`config.mk`:
```
export PLATFORM = sky130hd
export DESIGN_NAME = i2c_xfer_engine
export DESIGN_NICKNAME = d
export VERILOG_FILES = /design/src/rtl/i2c_xfer_pkg.sv /design/src/rtl/i2c_line_sync.sv /design/src/rtl/i2c_bit_ctrl.sv /design/src/rtl/i2c_byte_ctrl.sv /design/src/rtl/i2c_xfer_engine.sv
export SDC_FILE = /design/constraint.sdc
export NUM_CORES = 1
export LEC_CHECK = 0
export BUFFER_PORTS_ARGS = -buffer_cell sky130_fd_sc_hd__buf_4
export CAP_MARGIN = 20
export CORE_UTILIZATION = 30
export DETAILED_ROUTE_END_ITERATION = 8
export PLACE_DENSITY_LB_ADDON = 0.2
export SYNTH_ARGS = -nofsm -noshare
export SYNTH_HDL_FRONTEND = slang
export SYNTH_SLANG_ARGS = --single-unit
```
`constraint.sdc`:
```
create_clock -name clk -period 2.95 [get_ports clk]
set_input_delay 0 -clock clk [delete_from_list [all_inputs] [get_ports clk]]
set_output_delay 0 -clock clk [all_outputs]
set_load 0.1 [all_outputs]
```
`src/rtl/i2c_xfer_pkg.sv`:
```
package i2c_xfer_pkg;

  typedef enum logic [1:0] {
    OP_START = 2'd0,
    OP_WRITE = 2'd1,
    OP_READ  = 2'd2,
    OP_STOP  = 2'd3
  } xfer_op_e;

  typedef enum logic [1:0] {
    BK_START = 2'd0,
    BK_STOP  = 2'd1,
    BK_DATA  = 2'd2
  } bit_kind_e;

endpackage

```
`src/rtl/i2c_line_sync.sv`:
```
module i2c_line_sync #(
  parameter int STAGES = 2
) (
  input  logic clk,
  input  logic rst_n,
  input  logic d,
  output logic q
);

  logic [STAGES-1:0] sh;

  generate
    if (STAGES == 1) begin : g_one
      always_ff @(posedge clk or negedge rst_n) begin
        if (!rst_n) sh <= '1;
        else        sh <= d;
      end
    end else begin : g_multi
      always_ff @(posedge clk or negedge rst_n) begin
        if (!rst_n) sh <= '1;
        else        sh <= {sh[STAGES-2:0], d};
      end
    end
  endgenerate

  assign q = sh[STAGES-1];

endmodule

```
`src/rtl/i2c_bit_ctrl.sv`:
```
module i2c_bit_ctrl
  import i2c_xfer_pkg::*;
#(
  parameter int DIV_W = 8
) (
  input  logic             clk,
  input  logic             rst_n,
  input  logic [DIV_W-1:0] clk_div,
  input  logic             go,
  input  bit_kind_e        kind,
  input  logic             tx,
  input  logic             scl_s,
  input  logic             sda_s,
  output logic             done,
  output logic             rx,
  output logic             scl_oe,
  output logic             sda_oe
);

  typedef enum logic [3:0] {
    B_IDLE, B_ST_A, B_ST_B, B_ST_C,
    B_D_LOW, B_D_HIGH,
    B_SP_A, B_SP_B, B_SP_C
  } bstate_e;

  bstate_e          state;
  logic [DIV_W-1:0] cnt;
  logic             cnt_zero;
  logic             hi_wait;

  assign cnt_zero = (cnt == '0);
  assign hi_wait  = (state == B_ST_B) || (state == B_D_HIGH) || (state == B_SP_B);

  always_ff @(posedge clk or negedge rst_n) begin
    if (!rst_n) begin
      state  <= B_IDLE;
      cnt    <= '0;
      scl_oe <= 1'b0;
      sda_oe <= 1'b0;
      done   <= 1'b0;
      rx     <= 1'b1;
    end else begin
      done <= 1'b0;
      case (state)
        B_IDLE: begin
          if (go) begin
            cnt <= clk_div;
            case (kind)
              BK_START: begin
                sda_oe <= 1'b0;
                state  <= B_ST_A;
              end
              BK_STOP: begin
                sda_oe <= 1'b1;
                scl_oe <= 1'b1;
                state  <= B_SP_A;
              end
              default: begin
                scl_oe <= 1'b1;
                sda_oe <= !tx;
                state  <= B_D_LOW;
              end
            endcase
          end
        end
        // start: SDA released, then SCL released, then SDA pulled low
        B_ST_A: begin
          if (cnt_zero) begin
            scl_oe <= 1'b0;
            cnt    <= clk_div;
            state  <= B_ST_B;
          end else cnt <= cnt - 1'b1;
        end
        B_ST_B: begin
          if (!scl_s) cnt <= clk_div;
          else if (cnt_zero) begin
            sda_oe <= 1'b1;
            cnt    <= clk_div;
            state  <= B_ST_C;
          end else cnt <= cnt - 1'b1;
        end
        B_ST_C: begin
          if (cnt_zero) begin
            scl_oe <= 1'b1;
            done   <= 1'b1;
            state  <= B_IDLE;
          end else cnt <= cnt - 1'b1;
        end
        // data bit: low phase with SDA set, high phase counted after SCL seen high
        B_D_LOW: begin
          if (cnt_zero) begin
            scl_oe <= 1'b0;
            cnt    <= clk_div;
            state  <= B_D_HIGH;
          end else cnt <= cnt - 1'b1;
        end
        B_D_HIGH: begin
          if (!scl_s) cnt <= clk_div;
          else if (cnt_zero) begin
            rx     <= sda_s;
            scl_oe <= 1'b1;
            done   <= 1'b1;
            state  <= B_IDLE;
          end else cnt <= cnt - 1'b1;
        end
        // stop: SDA low under low SCL, SCL released, then SDA released
        B_SP_A: begin
          if (cnt_zero) begin
            scl_oe <= 1'b0;
            cnt    <= clk_div;
            state  <= B_SP_B;
          end else cnt <= cnt - 1'b1;
        end
        B_SP_B: begin
          if (!scl_s) cnt <= clk_div;
          else if (cnt_zero) begin
            sda_oe <= 1'b0;
            cnt    <= clk_div;
            state  <= B_SP_C;
          end else cnt <= cnt - 1'b1;
        end
        B_SP_C: begin
          if (cnt_zero) begin
            done  <= 1'b1;
            state <= B_IDLE;
          end else cnt <= cnt - 1'b1;
        end
        default: state <= B_IDLE;
      endcase
    end
  end

  // SDA moves under a released SCL only as the edge of a start or stop
  p_sda_quiet_high_r4: assert property (@(posedge clk) disable iff (!rst_n)
    ((sda_oe != $past(sda_oe)) && !$past(scl_oe)) |->
      ($past(state) == B_ST_B || $past(state) == B_SP_B));

  // while SCL reads low during a high phase, SCL stays released
  p_wait_high_r8: assert property (@(posedge clk) disable iff (!rst_n)
    (hi_wait && !scl_s) |=> !scl_oe);

  // a new bit only starts from the idle state
  p_go_idle_r8: assert property (@(posedge clk) disable iff (!rst_n)
    done |=> (state == B_IDLE));

endmodule

```
`src/rtl/i2c_byte_ctrl.sv`:
```
module i2c_byte_ctrl
  import i2c_xfer_pkg::*;
#(
  parameter int DATA_W = 8
) (
  input  logic              clk,
  input  logic              rst_n,
  input  logic              cmd_valid,
  output logic              cmd_ready,
  input  logic [1:0]        cmd_op,
  input  logic [DATA_W-1:0] cmd_data,
  input  logic              cmd_nack,
  output logic              rsp_valid,
  input  logic              rsp_ready,
  output logic [DATA_W-1:0] rsp_data,
  output logic              rsp_nack,
  output logic              busy,
  output logic              bit_go,
  output bit_kind_e         bit_kind,
  output logic              bit_tx,
  input  logic              bit_done,
  input  logic              bit_rx
);

  localparam int CNT_W = $clog2(DATA_W + 1);
  localparam logic [CNT_W-1:0] LAST = CNT_W'(DATA_W);

  typedef enum logic [1:0] {C_IDLE, C_ISSUE, C_WAIT, C_RESP} cstate_e;

  cstate_e           state;
  xfer_op_e          op_q;
  logic [DATA_W-1:0] tx_sh;
  logic [DATA_W-1:0] rx_sh;
  logic [CNT_W-1:0]  bidx;
  logic              nack_sel;
  logic              nack_q;
  logic              held;
  logic              accept;

  assign accept    = cmd_valid && cmd_ready;
  assign cmd_ready = (state == C_IDLE);
  assign rsp_valid = (state == C_RESP);
  assign busy      = (state == C_ISSUE) || (state == C_WAIT);
  assign bit_go    = (state == C_ISSUE);
  assign rsp_data  = rx_sh;
  assign rsp_nack  = nack_q;

  always_comb begin
    case (op_q)
      OP_START: bit_kind = BK_START;
      OP_STOP:  bit_kind = BK_STOP;
      default:  bit_kind = BK_DATA;
    endcase
    bit_tx = 1'b1;
    if (op_q == OP_WRITE && bidx != LAST)     bit_tx = tx_sh[DATA_W-1];
    else if (op_q == OP_READ && bidx == LAST) bit_tx = nack_sel;
  end

  always_ff @(posedge clk or negedge rst_n) begin
    if (!rst_n) begin
      state    <= C_IDLE;
      op_q     <= OP_START;
      tx_sh    <= '0;
      rx_sh    <= '0;
      bidx     <= '0;
      nack_sel <= 1'b0;
      nack_q   <= 1'b0;
      held     <= 1'b0;
    end else begin
      case (state)
        C_IDLE: begin
          if (accept) begin
            op_q     <= xfer_op_e'(cmd_op);
            tx_sh    <= cmd_data;
            rx_sh    <= '0;
            bidx     <= '0;
            nack_sel <= cmd_nack;
            nack_q   <= 1'b0;
            if (xfer_op_e'(cmd_op) != OP_START && !held) begin
              nack_q <= 1'b1;
              state  <= C_RESP;
            end else begin
              state <= C_ISSUE;
            end
          end
        end
        C_ISSUE: state <= C_WAIT;
        C_WAIT: begin
          if (bit_done) begin
            case (op_q)
              OP_START: begin
                held  <= 1'b1;
                state <= C_RESP;
              end
              OP_STOP: begin
                held  <= 1'b0;
                state <= C_RESP;
              end
              default: begin
                if (bidx != LAST) begin
                  rx_sh <= {rx_sh[DATA_W-2:0], bit_rx};
                  tx_sh <= {tx_sh[DATA_W-2:0], 1'b0};
                  bidx  <= bidx + 1'b1;
                  state <= C_ISSUE;
                end else begin
                  nack_q <= bit_rx;
                  state  <= C_RESP;
                end
              end
            endcase
          end
        end
        C_RESP: if (rsp_ready) state <= C_IDLE;
        default: state <= C_IDLE;
      endcase
    end
  end

  // a held response keeps its content
  p_rsp_hold_r10: assert property (@(posedge clk) disable iff (!rst_n)
    (rsp_valid && !rsp_ready) |=> (rsp_valid && $stable(rsp_data) && $stable(rsp_nack)));

  // taking a command closes the command side
  p_one_cmd_r10: assert property (@(posedge clk) disable iff (!rst_n)
    accept |=> !cmd_ready);

  // a bus command on a free bus is refused at once with nack
  p_refuse_free_r9: assert property (@(posedge clk) disable iff (!rst_n)
    (accept && cmd_op != 2'd0 && !held) |=> (rsp_valid && rsp_nack && !busy));

  // never more than nine pulses per byte command
  p_bit_bound_r4: assert property (@(posedge clk) disable iff (!rst_n)
    bidx <= LAST);

endmodule

```
`src/rtl/i2c_xfer_engine.sv`:
```
module i2c_xfer_engine
  import i2c_xfer_pkg::*;
#(
  parameter int DIV_W       = 8,
  parameter int DATA_W      = 8,
  parameter int SYNC_STAGES = 2
) (
  input  logic              clk,
  input  logic              rst_n,
  input  logic [DIV_W-1:0]  clk_div,
  input  logic              cmd_valid,
  output logic              cmd_ready,
  input  logic [1:0]        cmd_op,
  input  logic [DATA_W-1:0] cmd_data,
  input  logic              cmd_nack,
  output logic              rsp_valid,
  input  logic              rsp_ready,
  output logic [DATA_W-1:0] rsp_data,
  output logic              rsp_nack,
  output logic              busy,
  input  logic              scl_in,
  output logic              scl_oe,
  input  logic              sda_in,
  output logic              sda_oe
);

  logic      scl_s, sda_s;
  logic      bit_go, bit_tx, bit_done, bit_rx;
  bit_kind_e bit_kind;

  i2c_line_sync #(.STAGES(SYNC_STAGES)) u_scl_sync (
    .clk(clk), .rst_n(rst_n), .d(scl_in), .q(scl_s));

  i2c_line_sync #(.STAGES(SYNC_STAGES)) u_sda_sync (
    .clk(clk), .rst_n(rst_n), .d(sda_in), .q(sda_s));

  i2c_byte_ctrl #(.DATA_W(DATA_W)) u_byte (
    .clk(clk), .rst_n(rst_n),
    .cmd_valid(cmd_valid), .cmd_ready(cmd_ready), .cmd_op(cmd_op),
    .cmd_data(cmd_data), .cmd_nack(cmd_nack),
    .rsp_valid(rsp_valid), .rsp_ready(rsp_ready), .rsp_data(rsp_data),
    .rsp_nack(rsp_nack), .busy(busy),
    .bit_go(bit_go), .bit_kind(bit_kind), .bit_tx(bit_tx),
    .bit_done(bit_done), .bit_rx(bit_rx));

  i2c_bit_ctrl #(.DIV_W(DIV_W)) u_bit (
    .clk(clk), .rst_n(rst_n), .clk_div(clk_div),
    .go(bit_go), .kind(bit_kind), .tx(bit_tx),
    .scl_s(scl_s), .sda_s(sda_s),
    .done(bit_done), .rx(bit_rx), .scl_oe(scl_oe), .sda_oe(sda_oe));

  // busy and a presented response never overlap
  p_busy_rsp_r11: assert property (@(posedge clk) disable iff (!rst_n)
    !(busy && rsp_valid));

endmodule

```
Yosys cells after proc, flatten, opt, wreduce, memory -nomap -nowiden
Cells that the tools add are included.
Widths: inputs -> output; s select.
{ "word_totals": {"register_bits": 47, "out_inout_bits": 14} }
{ "op_classes": {"addsub": 2, "eq_ne": 34, "n_mux": 65, "reduce_logical": 32} }
{ "op_table": {"columns": ["cell", "n"], "rows": [
  ["$mux 8", 13],
  ["$mux 4", 14],
  ["$pmux 8 s5", 1],
  ["$pmux 4 s8", 1],
  ["$pmux 8 s2", 2],
  ["$mux 1", 18],
  ["$ne 2x2->1 const B", 9],
  ["$eq 4x3->1 const B", 4],
  ["$ne 2x1->1 const B", 8],
  ["$reduce_and 5->1", 3],
  ["$mux 2", 6],
  ["$reduce_and 3->1", 3],
  ["$reduce_and 9->1", 1],
  ["$eq 2x2->1 const B", 4],
  ["$eq 4x2->1 const B", 2],
  ["$eq 4x4->1 const B", 2],
  ["$logic_not 8->1", 1],
  ["$pmux 1 s2", 4],
  ["$pmux 2 s4", 1],
  ["$pmux 4 s2", 1],
  ["$sub 8x1->8 const B", 1],
  ["$eq 2x1->1 const B", 3],
  ["$logic_not 2->1", 3],
  ["$pmux 3 s2", 1],
  ["other kinds (18)", 27]
]} }

Depth between registers and ports, before layout
{ "depth": {"word_depth": 8, "depth_mapped": 9, "depth_no_buf": 7} }

Hierarchy
From an unflattened synthesis, not the netlist that was laid out.
{ "hier_totals": {"cells_unflattened": 318, "hier_area_um2": 3176.8} }
{ "by_module_without_submodules": {"columns": ["module", "n_inst", "cells_each", "area_each_um2", "seq_area_each_um2"], "rows": [
  ["i2c_byte_ctrl", 1, 132, 1572.8, 675.6],
  ["i2c_bit_ctrl", 1, 182, 1498.9, 401.6],
  ["i2c_line_sync", 2, 2, 52.6, 52.6]
]} }

Worst setup path before layout
Ideal clock, no wire load.
{ "synth_timing": {"kind": "reg2reg", "startpoint": "register u_byte.state[0]", "endpoint": "register u_byte.tx_sh[3]", "setup_ps": 136, "arrival_ps": 2505, "path_slack_ps": 309, "path_stages_with_launch": 8, "path_buffers": 1, "synth_period_minus_slack_ps": 2641, "path_cell_list": "dfrtp_1 -> inv_1 -> ha_1 -> mux2_2 -> a21boi_2 -> nand2_1 -> clkbuf_1 -> o21ai_0"} }
{ "synth_between": {"elab_chain_len": 4, "elab_cells_between_ends": 10} }
{ "synth_rtl": {"columns": ["item", "line_no", "text"], "rows": [
  ["start, declared", "i2c_byte_ctrl.sv:30", "cstate_e state;"],
  ["start signal, assigned", "i2c_byte_ctrl.sv:61", "state <= C_IDLE;"],
  ["start signal, assigned", "i2c_byte_ctrl.sv:81", "state <= C_RESP;"],
  ["start signal, assigned", "i2c_byte_ctrl.sv:83", "state <= C_ISSUE;"],
  ["$logic_not 2->1 *", "i2c_byte_ctrl.sv:41", "assign cmd_ready = (state == C_IDLE);"],
  ["net cmd_ready", "i2c_xfer_engine.sv:12", "output logic cmd_ready,"],
  ["$logic_and 1x1->1", "i2c_byte_ctrl.sv:40", "assign accept = cmd_valid && cmd_ready;"],
  ["$ne 2x2->1 (no line)", null, null],
  ["$reduce_and 5->1 (no line)", null, null],
  ["end signal, assigned", "i2c_byte_ctrl.sv:74", "tx_sh <= cmd_data;"],
  ["end signal, assigned", "i2c_byte_ctrl.sv:102", "tx_sh <= {tx_sh[DATA_W-2:0], 1'b0};"],
  ["end, declared", "i2c_byte_ctrl.sv:32", "logic [DATA_W-1:0] tx_sh;"]
]} }
The timed path passes the listed nets; every way through them passes the cells marked *.
A chain may end at the register's enable or synchronous reset.

Worst setup path after layout
{ "layout_timing": {"startpoint": "register u_bit.cnt[0]", "endpoint": "register u_bit.cnt[3]"} }
{ "layout_between": {"elab_chain_len": 4, "elab_cells_between_ends": 7} }
{ "layout_rtl": {"columns": ["item", "line_no", "text"], "rows": [
  ["start, declared", "i2c_bit_ctrl.sv:27", "logic [DIV_W-1:0] cnt;"],
  ["start signal, assigned", "i2c_bit_ctrl.sv:47", "cnt <= clk_div;"],
  ["start signal, assigned", "i2c_bit_ctrl.sv:70", "cnt <= clk_div;"],
  ["start signal, assigned", "i2c_bit_ctrl.sv:72", "end else cnt <= cnt - 1'b1;"],
  ["$sub 8x1->8 or $logic_not 8->1 (tied branches)", null, null],
  ["$mux 8, on equally long branches", null, null],
  ["$mux 8, on equally long branches", "i2c_bit_ctrl.sv:75, i2c_bit_ctrl.sv:98", null],
  ["$pmux 8 s5 *", "i2c_bit_ctrl.sv:44", "case (state)"]
]} }
Every way passes the cells marked *; elsewhere a longest branch is shown, timed or not.

==> flow_summary.json <==
{
  "cts_sinks": 47,
  "grt_overflow_total": 0,
  "postSynthAreaPerCell_um2": 9.795,
  "core_area_um2": 8891,
  "cts_setup_buffers": 0,
  "clk-insertion-delay-late_ps": 310,
  "cpLargestDelayFamily": "compound AO/OA/AOI/OAI gates",
  "final_core_util_pct": 38.78,
  "htreeDepth": 2,
  "path_max_fanout": 13,
  "final_hold_viol_count": 0,
  "gp_routability_congestion": 0.7523,
  "vias_per_cell": 5.112,
  "path_buf_inv": 2,
  "synth_edf_count": 0,
  "cts_resized": 0,
  "path_class": "flip-flop to flip-flop",
  "dieHeight_um": 98.64,
  "io_buffers": 38,
  "cp.required_ps": 3210,
  "fmax_mhz": 439.5,
  "netlist_instances": 286,
  "detail_route.wl_per_cell_um": 14.94,
  "final_cell_mix": "43 x buf_4, 42 x dfrtp_1, 24 x nand2_1",
  "vias": 2285,
  "clk_pin_slew_ps": 100,
  "drt_iter0_drc": 57,
  "cts_root_buf": "clkbuf_8",
  "die_w_um": 98.64,
  "ys_ff_latch": 47,
  "fin_nets": 376,
  "grt_pass1_vias": 2312,
  "layout_commonest_cell": "buf_4",
  "max_slew_margin_pct": 58.95,
  "postCtsHoldBufs": 21,
  "finalSetupTns_ps": 0,
  "diodes": 0,
  "syn-cell-area_um2": 2801,
  "path_cells": "inv_1 -> ha_1 -> nor4b_1 -> and2_1 -> buf_4 -> o211ai_1 -> a21oi_2 -> a221o_1",
  "grt_start_max_net_pins": 48,
  "setup_ws_ps": 674.8,
  "cts_buffers": 5,
  "grt_use_total_pct": 14.58,
  "place_area_um2": 3147,
  "setup_violations": 0,
  "area_growth_pct": 23.09,
  "maxCapViolCount": 0,
  "syn-num-nets": 324,
  "yosysUniqueCellTypes": 59,
  "async_flop_share_pct": 100.0,
  "cellPowerDensity_nw_per_um2": 328.5,
  "worst_slew_pin_slew_ps": 615.7,
  "ctsLongestPathBuffers": 2,
  "yosysWarnings": 0,
  "drc_errors": 0,
  "drt-total-wl_um": 6677,
  "finClkSkew_ps": 10.71,
  "critPathLaunchType": "flip-flop",
  "row_count": 34,
  "min_path_type": "input pin to flip-flop",
  "fillers": 888,
  "place_ws_ps": 679.1,
  "crit_path_end_kind": "flip-flop",
  "max_stage_delay_ps": 430,
  "synth-main-ff-cell": "dfrtp_1",
  "ys_seq_area_share_pct": 42.21,
  "ant_nets": 0,
  "ir_drop_mv": 0.1729,
  "antenna_found_initial": 0,
  "ioPinCount": 39,
  "cts_tree": "built",
  "die_area_um2": 9729,
  "start_util_pct": 31.51,
  "grt_first_pass_wirelength_um": 11320,
  "cp_slowest_cell": "nor4b_1",
  "final_max_slew_viol_count": 0,
  "dr.pass1.iters": 4,
  "period_share_pct": 77.13,
  "arrival_ps": 2540,
  "post-dp-hpwl_um": 4565,
  "power.leakage_nw": 1.571,
  "rsz0062_at_grt": "no",
  "outcome": "finished clean",
  "min_period_ps": 2275,
  "postLayoutCellArea_um2": 3448,
  "drive_gt1_share_pct": 20.94
}
worst min-delay path, stage by stage:
cell      delay [ps]
buf_4             90
mux2_2           150
nand3b_1          60
o21ai_0           70
a21oi_1           40
sequential cells by signal, indices dropped and copies added, names as in the netlist, 2 cells and up:
| register | count |
|---|---|
| u_byte.tx_sh | 8 |
| u_bit.cnt | 8 |
| u_sda_sync.sh | 2 |
| u_scl_sync.sh | 2 |
| u_byte.rsp_data | 8 |
| u_byte.bidx | 4 |
| u_byte.op_q | 2 |
| u_byte.state | 2 |
| u_bit.state | 4 |
cells in the mapped netlist, types with 2 or more instances:
library cell	instances	area share [%]
a21oi_1	9	1.6
a221o_1	6	2.1
a22o_1	11	3.4
a22oi_1	2	0.54
and2_1	2	0.45
and3_1	2	0.45
buf_1	2	0.27
buf_2	6	1.1
buf_6	4	1.6
clkbuf_1	6	0.80
dfrtp_1	42	38
dfstp_2	5	4.7
ha_1	13	5.8
inv_1	15	2.0
mux2_2	7	2.8
mux2i_1	10	3.6
nand2_1	24	3.2
nand2b_1	3	0.67
nand3_1	3	0.54
nand3b_1	3	0.80
nand4_1	2	0.45
nor2_1	19	2.5
nor2b_1	5	1.1
nor3_1	7	1.3
nor3b_1	6	1.6
nor4_1	6	1.3
o211ai_1	3	0.80
o21ai_0	23	4.1
o21ai_1	2	0.36
o31ai_1	3	0.80
o32a_1	2	0.71
or3_1	3	0.67
xnor2_1	2	0.63
xor2_1	3	0.94
metrics by stage:
step	hold WS, ps	instances	total power, mW
6_report	139.8	447	1.133
5_1_grt	184.0	447	1.185
4_1_cts	128.6	447	1.153
3_5_place_dp	66.83	418	0.7084
3_3_place_gp	61.14	418	0.7083
2_1_floorplan	-295.6	286	0.6666
kinds of logic (layout without fill, tap and decap cells):
group,after synthesis,count (layout),share of synthesized area (%)
mux,18,18,7.191
xor+xnor,5,5,1.563
compound gates,77,77,19.74
flops,47,47,42.21
buf+inv,34,87,6.029
fa+ha+maj,14,14,6.164
simple gates,91,91,17.11
power by group:
part           switching (mW)  leakage (nW)  internal [mW]
Sequential            0.00219         0.624          0.649
Clock                   0.246        0.0485          0.170
Combinational          0.0252         0.899         0.0398
area by class of cell:
type | count | area (um2) | share of cell area, %
inverter | 15 | 56.30 | 1.633
sequential | 47 | 1182 | 34.29
clock buffer | 5 | 68.82 | 1.996
tap | 108 | 135.1 | 3.919
multi-input combinational | 205 | 1450 | 42.05
clock inverter | 3 | 22.52 | 0.6531
timing repair buffer | 64 | 533.0 | 15.46
final timing paths:
| check | from | to | slack, ps | cells past startpoint |
|---|---|---|---|---|
| hold reg to reg | u_scl_sync.sh[0] | u_scl_sync.sh[1] | 360 | 0 |
| min in group asynchronous | rst_n | u_bit.cnt[2] | 230 | 2 |
| setup reg to reg | u_bit.cnt[0] | u_bit.cnt[3] | 670 | 8 |
| setup / recovery | u_bit.cnt[0] | u_bit.cnt[3] | 670 | 8 |
| hold / removal | cmd_valid | u_byte.rsp_nack | 140 | 5 |
| max in group asynchronous | rst_n | u_byte.tx_sh[3] | 2300 | 2 |
layer usage:
layer	routed length [um]	part of all wire, %	GRT usage (%)	vias to the layer above
met5	0	0	0	-
met4	50	0.75	2.985	0
met3	260	3.9	3.475	6
met2	3253	49	24.92	40
met1	3113	47	18.83	1102
li1	-	-	-	1137
No activity file was read; power rests on OpenSTA's default activity.
